### config.mk
export PLATFORM = sky130hd
export DESIGN_NAME = irqpin_ctrl
export DESIGN_NICKNAME = d
export VERILOG_FILES = /design/src/rtl/irqpin_pkg.sv /design/src/rtl/irqpin_sync.sv /design/src/rtl/irqpin_detect.sv /design/src/rtl/irqpin_regs.sv /design/src/rtl/irqpin_ctrl.sv
export SDC_FILE = /design/constraint.sdc
export NUM_CORES = 1
export LEC_CHECK = 0
export BUFFER_PORTS_ARGS = -buffer_cell sky130_fd_sc_hd__buf_2
export CAP_MARGIN = 30
export CORE_MARGIN = 4
export CORE_UTILIZATION = 47
export CTS_BUF_LIST = sky130_fd_sc_hd__clkbuf_8
export CTS_CLUSTER_DIAMETER = 30
export DETAILED_ROUTE_END_ITERATION = 8
export PLACE_DENSITY = 0.68
export SLEW_MARGIN = 40
export SYNTH_ARGS = -nofsm -noshare
export SYNTH_HDL_FRONTEND = slang
export SYNTH_SLANG_ARGS = --single-unit
### constraint.sdc
create_clock -name clk -period 1.5 [get_ports clk]
set_input_delay 0.15 -clock clk [delete_from_list [all_inputs] [get_ports clk]]
set_output_delay 0.15 -clock clk [all_outputs]
set_load 0.01 [all_outputs]
### src/rtl/irqpin_pkg.sv
package irqpin_pkg;
  localparam int unsigned BUS_W = 32;
  localparam int unsigned MAX_PINS = 8;
  localparam int unsigned PRIO_W = 4;
  localparam int unsigned CODE_W = 4;

  localparam logic [2:0] IDX_SENSE = 3'd0;
  localparam logic [2:0] IDX_PRIO  = 3'd1;
  localparam logic [2:0] IDX_PEND  = 3'd2;
  localparam logic [2:0] IDX_MSET  = 3'd3;
  localparam logic [2:0] IDX_MCLR  = 3'd4;

  localparam logic [CODE_W-1:0] MODE_FALL = 4'd0;
  localparam logic [CODE_W-1:0] MODE_RISE = 4'd1;
  localparam logic [CODE_W-1:0] MODE_LOW  = 4'd2;
  localparam logic [CODE_W-1:0] MODE_HIGH = 4'd3;
  localparam logic [CODE_W-1:0] MODE_BOTH = 4'd4;
endpackage

### src/rtl/irqpin_sync.sv
module irqpin_sync #(
  parameter int unsigned N = 8
) (
  input  logic         clk,
  input  logic         rst_n,
  input  logic [N-1:0] raw_i,
  output logic [N-1:0] now_o,
  output logic [N-1:0] prev_o
);
  logic [N-1:0] meta_q, now_q, prev_q;

  always_ff @(posedge clk or negedge rst_n) begin
    if (!rst_n) begin
      meta_q <= '0;
      now_q  <= '0;
      prev_q <= '0;
    end else begin
      meta_q <= raw_i;
      now_q  <= meta_q;
      prev_q <= now_q;
    end
  end

  assign now_o  = now_q;
  assign prev_o = prev_q;

  AST_PREV_FOLLOWS: assert property (@(posedge clk) disable iff (!rst_n)
    1'b1 |=> prev_q == $past(now_q));
endmodule

### src/rtl/irqpin_detect.sv
module irqpin_detect
  import irqpin_pkg::*;
(
  input  logic              clk,
  input  logic              rst_n,
  input  logic              lvl_i,
  input  logic              lvl_d_i,
  input  logic [CODE_W-1:0] mode_i,
  output logic              hit_o
);
  logic rise, fall;

  assign rise = lvl_i & ~lvl_d_i;
  assign fall = ~lvl_i & lvl_d_i;

  always_comb begin
    unique case (mode_i)
      MODE_FALL: hit_o = fall;
      MODE_RISE: hit_o = rise;
      MODE_LOW:  hit_o = ~lvl_i;
      MODE_HIGH: hit_o = lvl_i;
      MODE_BOTH: hit_o = rise | fall;
      default:   hit_o = 1'b0;
    endcase
  end

  AST_SINGLE_EDGE: assert property (@(posedge clk) disable iff (!rst_n)
    (hit_o && (mode_i == MODE_RISE || mode_i == MODE_FALL))
      |=> !(hit_o && $stable(mode_i)));
endmodule

### src/rtl/irqpin_regs.sv
module irqpin_regs
  import irqpin_pkg::*;
#(
  parameter int unsigned N  = 8,
  parameter int unsigned SW = 4
) (
  input  logic                   clk,
  input  logic                   rst_n,
  input  logic                   bus_req,
  input  logic                   bus_we,
  input  logic [2:0]             bus_addr,
  input  logic [BUS_W-1:0]       bus_wdata,
  output logic [BUS_W-1:0]       bus_rdata,
  input  logic [N-1:0]           hit_i,
  output logic [N-1:0][CODE_W-1:0] mode_o,
  output logic [N-1:0]           pend_o,
  output logic [N-1:0]           mask_o,
  output logic [N-1:0]           prio_on_o
);
  logic [N-1:0][SW-1:0]     sense_q;
  logic [N-1:0][PRIO_W-1:0] prio_q;
  logic [N-1:0]             pend_q;
  logic [N-1:0]             mask_q;
  logic                     wr, rd;

  assign wr = bus_req & bus_we;
  assign rd = bus_req & ~bus_we;

  always_ff @(posedge clk or negedge rst_n) begin
    if (!rst_n) begin
      sense_q <= '0;
      prio_q  <= '0;
      pend_q  <= '0;
      mask_q  <= '1;
    end else begin
      for (int n = 0; n < N; n++) begin
        if (wr && bus_addr == IDX_SENSE)
          sense_q[n] <= bus_wdata[BUS_W-(n+1)*SW +: SW];
        if (wr && bus_addr == IDX_PRIO)
          prio_q[n] <= bus_wdata[BUS_W-(n+1)*PRIO_W +: PRIO_W];
        if (hit_i[n])
          pend_q[n] <= 1'b1;
        else if (wr && bus_addr == IDX_PEND && !bus_wdata[BUS_W-1-n])
          pend_q[n] <= 1'b0;
        if (wr && bus_addr == IDX_MSET && bus_wdata[BUS_W-1-n])
          mask_q[n] <= 1'b1;
        else if (wr && bus_addr == IDX_MCLR && bus_wdata[BUS_W-1-n])
          mask_q[n] <= 1'b0;
      end
    end
  end

  always_comb begin
    bus_rdata = '0;
    if (rd) begin
      for (int n = 0; n < N; n++) begin
        case (bus_addr)
          IDX_SENSE: bus_rdata[BUS_W-(n+1)*SW +: SW] = sense_q[n];
          IDX_PRIO:  bus_rdata[BUS_W-(n+1)*PRIO_W +: PRIO_W] = prio_q[n];
          IDX_PEND:  bus_rdata[BUS_W-1-n] = pend_q[n];
          IDX_MSET:  bus_rdata[BUS_W-1-n] = mask_q[n];
          default:   ;
        endcase
      end
    end
  end

  always_comb begin
    for (int n = 0; n < N; n++) begin
      mode_o[n]    = CODE_W'(sense_q[n]);
      prio_on_o[n] = |prio_q[n];
    end
  end

  assign pend_o = pend_q;
  assign mask_o = mask_q;

  AST_PEND_HOLD: assert property (@(posedge clk) disable iff (!rst_n)
    (!(wr && bus_addr == IDX_PEND) && hit_i == '0) |=> $stable(pend_q));

  for (genvar g = 0; g < N; g++) begin : g_chk
    AST_ZERO_CLEARS: assert property (@(posedge clk) disable iff (!rst_n)
      (wr && bus_addr == IDX_PEND && !bus_wdata[BUS_W-1-g] && !hit_i[g])
        |=> !pend_q[g]);
    AST_HIT_LATCHES: assert property (@(posedge clk) disable iff (!rst_n)
      hit_i[g] |=> pend_q[g]);
  end
endmodule

### src/rtl/irqpin_ctrl.sv
module irqpin_ctrl
  import irqpin_pkg::*;
#(
  parameter int unsigned NUM_PINS = 8,
  parameter int unsigned SENSE_W  = 4
) (
  input  logic                clk,
  input  logic                rst_n,
  input  logic [NUM_PINS-1:0] pin_i,
  input  logic                bus_req,
  input  logic                bus_we,
  input  logic [2:0]          bus_addr,
  input  logic [31:0]         bus_wdata,
  output logic [31:0]         bus_rdata,
  output logic [NUM_PINS-1:0] irq_o,
  output logic                irq_any_o
);
  localparam int unsigned SENSE_BITS = NUM_PINS * SENSE_W;

  initial begin
    assert (NUM_PINS >= 1 && NUM_PINS <= MAX_PINS);
    assert (SENSE_W == 2 || SENSE_W == 4);
    assert (SENSE_BITS <= BUS_W);
  end

  logic [NUM_PINS-1:0]             lvl, lvl_d, hit, pend, mask, prio_on;
  logic [NUM_PINS-1:0][CODE_W-1:0] mode;

  irqpin_sync #(.N(NUM_PINS)) u_sync (
    .clk(clk), .rst_n(rst_n), .raw_i(pin_i), .now_o(lvl), .prev_o(lvl_d)
  );

  for (genvar g = 0; g < NUM_PINS; g++) begin : g_pin
    irqpin_detect u_det (
      .clk(clk), .rst_n(rst_n), .lvl_i(lvl[g]), .lvl_d_i(lvl_d[g]),
      .mode_i(mode[g]), .hit_o(hit[g])
    );
    assign irq_o[g] = pend[g] & ~mask[g] & prio_on[g];

    AST_MASK_SILENCES: assert property (@(posedge clk) disable iff (!rst_n)
      (bus_req && bus_we && bus_addr == IDX_MSET && bus_wdata[31-g])
        |=> !irq_o[g]);
    AST_PRIO_ZERO_GATES: assert property (@(posedge clk) disable iff (!rst_n)
      (bus_req && bus_we && bus_addr == IDX_PRIO && bus_wdata[28-4*g +: 4] == 4'h0)
        |=> !irq_o[g]);
  end

  assign irq_any_o = |irq_o;

  irqpin_regs #(.N(NUM_PINS), .SW(SENSE_W)) u_regs (
    .clk(clk), .rst_n(rst_n), .bus_req(bus_req), .bus_we(bus_we),
    .bus_addr(bus_addr), .bus_wdata(bus_wdata), .bus_rdata(bus_rdata),
    .hit_i(hit), .mode_o(mode), .pend_o(pend), .mask_o(mask),
    .prio_on_o(prio_on)
  );

  AST_ANY_FOLLOWS_PINS: assert property (@(posedge clk) disable iff (!rst_n)
    (irq_o == '0) |-> !irq_any_o);
endmodule

==> results of run 1 <==
placed cells by master, fill, tap and decap left out, types with 8 or more instances in the layout:
| master | count |
|---|---|
| a22oi_2 | 20 |
| inv_1 | 16 |
| mux2_2 | 65 |
| dlygate4sd3_1 | 10 |
| o21ai_1 | 8 |
| buf_4 | 66 |
| xor2_1 | 8 |
| a211oi_1 | 9 |
| dfrtp_1 | 95 |
| buf_2 | 79 |
| clkbuf_8 | 9 |
| a22o_1 | 8 |
| o21ai_0 | 8 |
| nand2_1 | 9 |
| dfstp_2 | 8 |
| ha_1 | 16 |
| buf_6 | 22 |
| nor2_1 | 29 |
sequential cells by signal, indices dropped and copies added (netlist names):
signal / cells
u_sync.prev_o: 8
u_regs.pend_o: 8
u_regs.mode_o: 32
u_regs.mask_o: 8
u_sync.now_o: 8
u_sync.meta_q: 8
u_regs.prio_q: 32
timing repair:
item,CTS,global route
resized for setup,36,48
setup endpoints to repair,24,38
hold buffers,10,0
cloned,0,1
hold endpoints to repair,29,0
setup buffers,16,12
pin swaps,21,24
cells by family (layout without fill, tap and decap cells):
logic type | after synthesis | count (layout) | synth area share, %
compound gates | 77 | 77 | 11.2
xor+xnor | 8 | 8 | 1.40
fa+ha+maj | 16 | 16 | 4.00
buf+inv | 38 | 216 | 3.55
flops | 104 | 104 | 52.3
mux | 79 | 79 | 17.9
simple gates | 82 | 82 | 9.76
metrics by stage:
| step | setup WS (ns) | setup TNS [ns] | std cells | hold slack, ns | power (mW) |
|---|---|---|---|---|---|
| after global placement | -0.163 | -0.193 | 672 | 0.122 | 5.59 |
| final | -0.518 | -2.06 | 718 | 0.0268 | 7.99 |
| after CTS | -0.471 | -1.93 | 710 | 0.00950 | 7.69 |
| after detailed placement | -0.153 | -0.942 | 672 | 0.122 | 5.67 |
| after global routing | -0.630 | -3.51 | 718 | 0.0100 | 8.41 |
| after floorplan | 0.0142 | 0 | 404 | -0.146 | 4.69 |
final cells by class:
class,count,area [um2]
Clock buffer,9,124
Clock inverter,6,61.3
Fill cell,768,3400
Inverter,17,63.8
Multi-Input combinational cell,262,2520
Sequential cell,104,2610
Tap cell,136,170
Timing Repair Buffer,184,1370
path summary, 6_finish.rpt:
check	slack [ns]	endpoint	depth (start not counted)
max	-0.52	irq_any_o	6
min	0.03	u_regs.prio_q[8]	2
max reg2reg	0.06	u_regs.pend_o[5]	4
min reg2reg	0.35	u_sync.now_o[6]	0
max in group asynchronous	0.64	u_regs.mask_o[7]	3
min in group asynchronous	0.26	u_regs.prio_q[6]	2
power groups by stage:
stage | clock (mW) | combinational, mW | sequential, mW
after floorplan | 0 | 0.960 | 3.73
after global placement | 0 | 1.80 | 3.80
after detailed placement | 0 | 1.85 | 3.82
after CTS | 1.76 | 2.11 | 3.82
after global routing | 1.89 | 2.54 | 3.98
final | 1.71 | 2.36 | 3.92
metal layers:
metal / up-vias / track usage [%] / part of all wire (%)
li1: 1832 / - / -
met3: 18 / 3.82 / 4.8
met1: 2049 / 29.1 / 44
met2: 107 / 35.9 / 50
met4: 0 / 7.30 / 1.4
met5: - / 0 / 0
worst register-to-register path, stage by stage (launching register included):
cell and delay (ns):
dfrtp_1 0.36, inv_1 0.06, ha_1 0.30, or4b_4 0.48
o211ai_1 0.16
==> flow_summary.yaml, run 1 <==
placement:
  place_congestion: 0.849
  numPortBuffers: 87
  place_area_mm2: 0.00605
  dp_hpwl_um: 8780
route:
  avgRoutedWirePerCell_um: 19.0
  routed_wl_um: 13600
  avgViaCountPerCell: 5.58
  route.detailed.drc: 0
  drtAntennaViolNets: 0
  drt_iter0_drc: 165
  drt_first_pass_iters: 4
  vias: 4006
logic_synthesis:
  synth_nets: 467
  ys_warn_count: 0
  async_flop_share_pct: 100
  synthTopCellsByCount: "96 x dfrtp_1, 65 x mux2_2, 31 x nor2_1"
  yosysTopAreaCellShare_pct: 48.0
  synthTopCellsByArea: "dfrtp_1 48%, mux2_2 15%, dfstp_2 4.2%, ha_1 4.0%, a22oi_1 3.6%"
  syn_area_mm2: 0.00500
  synth.most_common_cell: "dfrtp_1"
  synth-edff-count: 0
  synth_cell_types: 39
  yosysSeqAreaShare_pct: 52.3
  syn_inst: 404
  synth.avg_cell_area_um2: 12.4
  synth-seq-cells: 104
  synth.largest_area_cell: "dfrtp_1"
  ys.flop_type: "dfrtp_1"
sta:
  rsz0062_at_grt: "true"
  final_max_slew_viol_count: 0
  relSlewSlack_pct: 71.1
  hold_violations: 0
  post-route-period-util_pct: 135
  worst_pin_slew_ns: 0.434
  fin_skew_ns: 0.00703
  min_period_ns: 2.02
  setup_viol_count_final: 15
  setup_ws_ns: -0.518
  fmaxAchievable_mhz: 496
critical_path:
  path_buf_inv: 2
  crit_arrival_ns: 1.87
  crit_start: "u_regs.prio_q[15]"
  cp.required_ns: 1.35
  cp_slowest_cell: "dfrtp_1"
  worstPathMaxFanout: 2
  cp_cell_sequence: "nor4_4 > buf_4 > nor3b_2 > nor4_1 > nand2_2 > buf_6"
  worstSetupEndpointType: "primary output"
  slowest_delay_ns: 0.44
  path_class: "register to primary output"
  crit_path_start_kind: "register"
  cp_top_family: "simple AND/OR/NAND/NOR gates"
  reg2reg_from: "u_sync.prev_o[5]"
power_and_ir_drop:
  leakage_nw: 3.11
  power_switching_mw: 2.44
  p_sw_share_pct: 30.6
  power_frac_seq_pct: 49.0
  power_density_mw_per_mm2: 1150
  pwr-share-comb_pct: 29.5
  p_int_mw: 5.54
  ir_drop_v: 0.000779
  clockPowerShare_pct: 21.5
clock_tree:
  cts_tree: "done"
  cts_buffer_depth: 2
  root_buffer: "clkbuf_8"
  numCtsBuffers: 9
  clock_latency_ns: 0.37
  htreeDepth: 3
  cts_sinks: 104
  path_clk_slew_ns: 0.10
layout:
  area_delta_synth_final_pct: 38.4
  design_area_mm2: 0.00692
  utilization_pct: 67.0
  fin_nets: 641
  antenna_cells: 0
  drive_gt1_share_pct: 55.7
grt:
  grt_overflow: 0
  grt_max_degree: 38
  grt_usage_pct: 21.7
  grt_pass1_wl_um: 21700
  antenna_found_initial: 0
  grt_pass1_vias: 4219
floorplanning:
  die_w_um: 111
  ios: 88
  initial_utilization_pct: 48.4
  dieArea_mm2: 0.0124
  core-area_mm2: 0.0103
  rows: 37
  die_h_um: 111
outcome:
  status: "complete, but fails checks"
  failed_checks: "negative setup slack"
run:
  drv_cap: 0
hold_path:
  hp-class: "input pin to register"
  worstHoldStart: "bus_wdata[20]"
Power figures use the tool's default switching activity.
==> run 2: changes to the inputs <==
PLACE_DENSITY = 0.65   (was 0.68)
clock period = 2.5 ns   (was 1.5 ns; I/O delays follow)
==> run 2 against run 1 <==
Against the previous run: the run now ends clean; combinational power fell by 65%; die area did not move; global-route usage fell by 1.7 points; non-clock buffer count fell by 74; critical path type unchanged.
==> flow_summary.yaml, run 2 (synthesis gave the netlist of run 1 again) <==
layout:
  layout_common_cells: "96 x dfrtp_1, 86 x buf_2, 65 x mux2_2"
  utilization_pct: 57.1
  fin_nets: 567
  multiInputGateArea_mm2: 0.00221
  drive_gt1_share_pct: 39.9
  antenna_cells: 0
  layout_commonest_cell: "dfrtp_1"
  area_delta_synth_final_pct: 17.8
  final-seq-area_mm2: 0.00261
  fillers: 895
power_and_ir_drop:
  power_switching_mw: 1.23
  pwr-share-comb_pct: 20.2
  power_frac_seq_pct: 56.3
  clockPowerShare_pct: 23.5
  power_density_mw_per_mm2: 697
  p_int_mw: 2.88
  p_sw_share_pct: 29.9
  ir_drop_v: 0.000329
  leakage_nw: 2.65
sta:
  final_max_slew_viol_count: 0
  rsz0062_at_grt: "false"
  worst_pin_slew_ns: 0.591
  hold_violations: 0
  post-route-period-util_pct: 93.6
  relSlewSlack_pct: 60.3
  fin_skew_ns: 0.00868
  setup_viol_count_final: 0
  min_period_ns: 2.34
  fmaxAchievable_mhz: 427
  finalSetupTns_ns: 0
route:
  drt_iter0_drc: 164
  drt_first_pass_iters: 4
  route.detailed.drc: 0
  avgViaCountPerCell: 5.61
  drtAntennaViolNets: 0
  avgRoutedWirePerCell_um: 18.4
  routed_wl_um: 11800
  vias: 3619
critical_path:
  worstReg2RegEnd: "u_regs.pend_o[7]"
  reg2reg_slack_ns: 0.92
  cp.required_ns: 2.25
  path_class: "register to primary output"
  path_buf_inv: 1
  crit_path_start_kind: "register"
  reg2reg_from: "u_sync.now_o[7]"
  cp_cell_sequence: "nor4_1 > nor3b_1 > nor4_1 > nand2_1 > buf_2"
  crit_arrival_ns: 2.09
  r2r_cells: 3
  worstSetupEndpointType: "primary output"
  slowest_delay_ns: 0.53
  worstPathMaxFanout: 3
  cp_slowest_cell: "nor4_1"
  cp_top_family: "simple AND/OR/NAND/NOR gates"
  crit_top_cell: "nor4_1"
run:
  drv_cap: 0
grt:
  grt_usage_pct: 20.1
  grt_pass1_wl_um: 19700
  antenna_found_initial: 0
  grt_overflow: 0
  grt_pass1_vias: 3831
  grt_max_degree: 38
clock_tree:
  clock_latency_ns: 0.37
  cts_sinks: 104
  path_clk_slew_ns: 0.09
  post_cts_resized: 0
  cts_buffer_depth: 2
  numCtsBuffers: 9
  htreeDepth: 3
  cts_tree: "done"
  root_buffer: "clkbuf_8"
placement:
  numPortBuffers: 87
  place_congestion: 0.821
  dp_hpwl_um: 8310
floorplanning:
  die_h_um: 111
  die_w_um: 111
  initial_utilization_pct: 48.4
  rows: 37
  core-area_mm2: 0.0103
  dieArea_mm2: 0.0124
  ios: 88
hold_path:
  min_to: "u_regs.mode_o[19]"
  hp-class: "input pin to register"
  worstHoldStart: "bus_wdata[15]"
  hold_depth: 2
outcome:
  status: "finished clean"
==> run 2: cell types whose count changed in the layout (fill, tap and decap cells not counted), sizes merged <==
cell         before  now
buf             172  101
clkinv            4    2
inv              17   19
bufinv            1    0
dlygate4sd3      10    9
==> run 2: cell type report <==
class / count / area share, %
clock buffer: 11 / 2.57
clock inverter: 5 / 0.425
inverter: 17 / 1.08
multi-input combinational: 262 / 37.5
sequential: 104 / 44.4
tap: 136 / 2.89
timing repair buffer: 110 / 11.2
==> run 2: per-stage QoR <==
step                      hold slack [ns]  cell area [um2]  setup slack (ns)  power [mW]  std cells
final                               0.108             5890             0.160        4.11        645
after global routing                0.110             5890            0.0358        4.34        645
after CTS                          0.0923             5890             0.125        4.15        645
after detailed placement            0.210             5620             0.548        3.17        620
after global placement              0.209             5620             0.580        3.13        620
after floorplan                   -0.0456             5000             0.902        2.82        404
==> run 2: worst register-to-register path, delay by kind of cell (launching register included) <==
family | cells | cell delay [ns]
AO/OA/AOI/OAI | 1 | 0.18
adder cells (fa/ha/maj) | 1 | 0.29
flip-flops | 1 | 0.42
AND/OR/NAND/NOR | 1 | 0.61
==> run 2: power by group through the flow <==
stage / Combinational (mW) / Sequential [mW] / Clock (mW)
2_1_floorplan: 0.576 / 2.24 / 0
3_3_place_gp: 0.801 / 2.33 / 0
3_5_place_dp: 0.826 / 2.34 / 0
4_1_cts: 0.843 / 2.31 / 1.00
5_1_grt: 0.924 / 2.36 / 1.06
6_report: 0.829 / 2.31 / 0.965
==> run 2: worst max path at each step <==
stage                      startpoint             to  slack, ns  cells after the start
detailed placement  u_regs.prio_q[19]      irq_any_o       0.55                      5
finish              u_regs.prio_q[19]      irq_any_o       0.16                      5
global route        u_regs.prio_q[19]      irq_any_o       0.04                      5
global placement    u_regs.prio_q[19]      irq_any_o       0.58                      5
floorplan                      bus_we  bus_rdata[31]       0.90                      5
CTS                 u_regs.prio_q[19]      irq_any_o       0.13                      5
==> run 2: repair_timing <==
| item | CTS | global route |
|---|---|---|
| endpoints found under the hold margin | 32 | 0 |
| buffers inserted | 0 | 0 |
| hold buffers | 9 | 0 |
==> run 2: per-layer routing <==
layer / wire length [um] / track usage [%]
met5: 0 / 0
met4: 274 / 8.35
met3: 500 / 3.06
met2: 5710 / 32.9
met1: 5350 / 26.7
